File: config.mk
export PLATFORM = sky130hd
export DESIGN_NAME = vsat_addsub
export DESIGN_NICKNAME = d
export VERILOG_FILES = /design/src/rtl/vsat_addsub.sv
export SDC_FILE = /design/constraint.sdc
export NUM_CORES = 2
export LEC_CHECK = 0
export BUFFER_PORTS_ARGS = -buffer_cell sky130_fd_sc_hd__clkbuf_2
export CAP_MARGIN = 30
export CORE_MARGIN = 2
export CORE_UTILIZATION = 45
export DETAILED_ROUTE_END_ITERATION = 16
export PLACE_DENSITY_LB_ADDON = 0.1
export SETUP_SLACK_MARGIN = 0.2
export SYNTH_ARGS = -nofsm -noshare
export SYNTH_HDL_FRONTEND = slang
export SYNTH_SLANG_ARGS = --single-unit
File: constraint.sdc
create_clock -name clk -period 2 [get_ports clk]
set_input_delay 0.1 -clock clk [delete_from_list [all_inputs] [get_ports clk]]
set_output_delay 0.1 -clock clk [all_outputs]
set_load 0.005 [all_outputs]
File: src/rtl/vsat_addsub.sv
module vsat_addsub #(
  parameter int VB = 16
) (
  input  logic                     clk,
  input  logic                     rst_n,
  input  logic                     in_valid,
  input  logic [VB*8-1:0]          opnd_a,
  input  logic [VB*8-1:0]          opnd_b,
  input  logic [1:0]               elem_sz,
  input  logic                     op_signed,
  input  logic                     op_sub,
  input  logic [$clog2(VB+1)-1:0]  act_len,
  input  logic                     flag_clr,
  output logic                     out_valid,
  output logic [VB*8-1:0]          result,
  output logic                     sat_flag
);
  localparam int VW = VB * 8;
  localparam int LW = $clog2(VB + 1);

  logic [3:0][VW-1:0] lane_res;
  logic [3:0][VB-1:0] lane_clip;
  logic [VW-1:0]      sel_res, nxt_res;
  logic [VB-1:0]      keep;
  logic               any_clip;

  for (genvar gw = 0; gw < 4; gw++) begin : g_w
    localparam int W   = 8 << gw;
    localparam int N   = VW / W;
    localparam int BPL = W / 8;
    for (genvar gl = 0; gl < N; gl++) begin : g_l
      logic [W-1:0] xa, xb, raw, sat_val;
      logic         ucarry, sovf, clip;
      assign xa = opnd_a[gl*W +: W];
      assign xb = opnd_b[gl*W +: W];
      assign {ucarry, raw} = op_sub ? {1'b0, xa} - {1'b0, xb}
                                    : {1'b0, xa} + {1'b0, xb};
      assign sovf = (op_sub ? (xa[W-1] != xb[W-1]) : (xa[W-1] == xb[W-1]))
                    && (raw[W-1] != xa[W-1]);
      assign clip = op_signed ? sovf : ucarry;
      always_comb begin
        if (op_signed) sat_val = {xa[W-1], {(W-1){~xa[W-1]}}};
        else           sat_val = op_sub ? '0 : '1;
      end
      assign lane_res[gw][gl*W +: W]      = clip ? sat_val : raw;
      assign lane_clip[gw][gl*BPL +: BPL] = {BPL{clip}};
    end
  end

  assign sel_res = lane_res[elem_sz];

  for (genvar gb = 0; gb < VB; gb++) begin : g_b
    assign keep[gb] = LW'(gb) < act_len;
    assign nxt_res[gb*8 +: 8] = keep[gb] ? sel_res[gb*8 +: 8] : 8'h00;


    tail_zero_chk: assert property (@(posedge clk) disable iff (!rst_n)
      (in_valid && act_len <= LW'(gb)) |=> (result[gb*8 +: 8] == 8'h00));
  end

  assign any_clip = |(lane_clip[elem_sz] & keep);

  always_ff @(posedge clk or negedge rst_n) begin
    if (!rst_n) begin
      out_valid <= 1'b0;
      result    <= '0;
      sat_flag  <= 1'b0;
    end else begin
      out_valid <= in_valid;
      if (in_valid) result <= nxt_res;
      if (in_valid && any_clip) sat_flag <= 1'b1;
      else if (flag_clr)        sat_flag <= 1'b0;
    end
  end


  valid_follow_chk: assert property (@(posedge clk) disable iff (!rst_n)
    in_valid |=> out_valid);

  no_stray_valid_chk: assert property (@(posedge clk) disable iff (!rst_n)
    !in_valid |=> (!out_valid && $stable(result)));

  sticky_hold_chk: assert property (@(posedge clk) disable iff (!rst_n)
    (sat_flag && !flag_clr) |=> sat_flag);

  sat_set_chk: assert property (@(posedge clk) disable iff (!rst_n)
    (in_valid && any_clip) |=> sat_flag);

  flag_clear_chk: assert property (@(posedge clk) disable iff (!rst_n)
    (flag_clr && !in_valid) |=> !sat_flag);

  flag_rise_chk: assert property (@(posedge clk) disable iff (!rst_n)
    $rose(sat_flag) |-> $past(in_valid));
endmodule

==> out/results.ini <==
[grt]
grt_max_degree=45
antenna_found_initial=10
grt_pass1_wl_mm=269
grt_overflow=0
track_usage_pct=44.8
grt_pass1_vias=45582

[worst_setup_path]
arrival_ns=5.28
end_kind=flip-flop
worstSetupPathType=in2reg
rrSetupSlack_ns=0.66
rr_worst_depth=4
reg2reg_from=result[118]$_DFFE_PN0P_
r2r-end=result[118]$_DFFE_PN0P_
cp-startpoint=opnd_b[17]
crit_end=result[32]$_DFFE_PN0P_
path_max_fanout=6
required_ns=2.39
worstSetupStartpointType=input pin

[cells_and_area]
finalNetCount=7535
mostFrequentLayoutCell=buf_4
multi_input_area_sq_um=31300
area_growth_pct=59.8
final_cell_mix=buf_4, nor2_1, a21oi_1, xnor2_1, clkbuf_2
final_cells=7910
fill_cells=6454
drive_gt1_share_pct=40.9
stdcell_area_sq_um=54600
seq_area_sq_um=3250

[die]
core-area_sq_um=75600
pin_count=399
dieArea_sq_um=78100
die_x_microns=279
rows=101
initial_core_util_pct=45.2
dieHeight_microns=279

[route]
wl_mm=184
avgRoutedWirePerCell_microns=23.3
detail-route-antenna-nets=0
vias=47730
drcViolationCount=0
drtPass1Iterations=6
drt_iter0_markers=4946
vias_per_cell=6.03

[timing]
layout_setup_ws_ns=-2.89
period_minus_slack_ns=4.89
rsz0062_at_grt=yes
post-route-period-util_pct=244
hold_slack_ns=0.0638
fmax_mhz=205
worst_slew_pin_slew_ns=0.870
hold_viol_final=0
maxSlewHeadroom_pct=41.6
slew_viol_final=0
finalClockSkew_ns=0
setup_violations=129

[synth]
yosysWarnings=0
syn_nets=5443
ys.flop_type=dfrtp_1
synth_async_sr_flop_share_pct=100
syn_area_per_cell_sq_um=7.08
syn_area_sq_um=34100
yosysSeqAreaShare_pct=9.53
synth_edf_count=0
ys_seq_elements=130
ys_types=129
netlist_instances=4822

[clock_network]
clockRootBuffer=clkbuf_16
clk_latency_ns=0.50
cts_tree=built
htreeDepth=4
clk_path_buf_depth=2
cts.sinks=130
clk_pin_slew_ns=0.06
tritoncts.num_buffers=17

[placement]
io_buffers=398
gp_congestion=1.10
dp_cells=7802
dp_hpwl_mm=154
placed_area_sq_um=51400

[run_status]
status=complete, but fails checks
failed_checks=setup timing

[min_path]
hold_path.class=in2reg

[flow_run]
cap_violations=0

[power_and_ir_drop]
powerDensity_nw_per_um2=612
p_total_mw=33.4
p_leak_nw=26.3
vdd_drop_max_mv=0.873

==> cell families (layout without fill, tap and decap cells) <==
| kind of cell | count (synthesis) | after routing | synth area share [%] |
|---|---|---|---|
| adders and majority gates | 352 | 352 | 13.2 |
| xor gates and xnor gates | 581 | 581 | 14.9 |
| DFF | 130 | 130 | 9.53 |
| muxes | 66 | 66 | 2.13 |
| buffers and inverters | 450 | 2552 | 5.35 |
| other | 0 | 5 | 0 |
| and+or+nand+nor | 1558 | 1561 | 22.5 |
| AOI/OAI and AO/OA | 1685 | 1685 | 32.4 |
==> Yosys cell counts (50+ instances only) <==
master,n,area (sq um)
nand3_1,97,485
nand2b_1,59,369
a21oi_1,557,2790
a211oi_1,56,420
o21a_1,51,383
nor2_1,520,1950
xnor2_1,393,3440
a21o_1,131,983
o21ai_0,278,1390
and3_1,50,313
nor3_1,122,611
a31oi_1,88,551
inv_1,182,683
dfrtp_1,130,3250
nand2_1,331,1240
xor2_1,188,1650
clkbuf_1,192,721
o211ai_1,55,413
nor2b_1,61,382
ha_1,336,4200
==> per-stage QoR <==
| stage | worst slack (ns) | TNS, ns | util, % |
|---|---|---|---|
| floorplan | -2.85 | -343.74 | - |
| global placement | -3.89 | -442.29 | 68.0 |
| detailed placement | -3.64 | -447.72 | 68.0 |
| CTS | -2.69 | -335.84 | 70.4 |
| global route | -3.07 | -374.12 | 72.2 |
| finish | -2.89 | -354.06 | 72.2 |
==> metal layers <==
metal / track usage, % / part of all wire, % / vias to the layer above
li1: - / - / 21937
met1: 55.6 / 39 / 22409
met2: 71.5 / 44 / 2734
met3: 9.68 / 10 / 646
met4: 26.5 / 6.9 / 4
met5: 0 / 0.015 / -
==> layout make-up <==
| type | count | share of cell area, % |
|---|---|---|
| diodes | 5 | 0.0229 |
| flip-flops and latches | 130 | 5.96 |
| well taps | 978 | 2.24 |
| multi-input cells | 4245 | 57.4 |
| inverters | 184 | 1.30 |
| repair buffers | 2336 | 31.9 |
| clock buffers | 25 | 0.945 |
| clock inverters | 7 | 0.218 |
==> registers in the layout, summed over array words and instances, names as in the netlist <==
register	cells
out_valid	1
result	128
sat_flag	1
==> critical path: stages <==
cell and delay, ns:
buf_8 0.10, nor3_4 0.20, nor3b_4 0.23, nor3b_4 0.25, nor2b_4 0.19, buf_6 0.10
and4_4 0.32, a31oi_4 0.14, or2_4 0.31, nor2_4 0.13, xnor2_2 0.07, ha_1 0.35
buf_6 0.15, and2_4 0.13, and3_4 0.17, a221oi_4 0.35, a21oi_2 0.13, a221oi_2 0.39
o311ai_4 0.24, a221oi_4 0.40, buf_6 0.16, nand2_8 0.10, buf_8 0.17, a21oi_4 0.11
a211oi_2 0.05, a211o_1 0.24
==> worst min path at each step <==
| stage | start | end | slack [ns] | cells past startpoint |
|---|---|---|---|---|
| 2_1_floorplan | rst_n | out_valid$_DFF_PN0_ | -0.20 | 0 |
| 3_3_place_gp | rst_n | result[53]$_DFFE_PN0P_ | 0.06 | 1 |
| 3_5_place_dp | rst_n | result[51]$_DFFE_PN0P_ | 0.07 | 1 |
| 4_1_cts | in_valid | result[60]$_DFFE_PN0P_ | 0.02 | 2 |
| 5_1_grt | in_valid | result[59]$_DFFE_PN0P_ | 0.05 | 2 |
| 6_report | in_valid | result[59]$_DFFE_PN0P_ | 0.06 | 2 |
==> timing repair <==
action / in CTS / in global routing
buffers inserted: 35 / 29
endpoints found under the setup margin: 129 / 129
cloned: 2 / 3
hold buffers: 2 / 0
resized for setup: 176 / 225
pin swaps: 100 / 105
endpoints found under the hold margin: 125 / 0
==> power breakdown <==
| part | total [mW] | internal (mW) | switching (mW) |
|---|---|---|---|
| sequential | 4.03 | 3.24 | 0.789 |
| clock | 3.67 | 2.16 | 1.51 |
| combinational | 25.7 | 12.2 | 13.4 |
(Power assumes the default switching activity.)
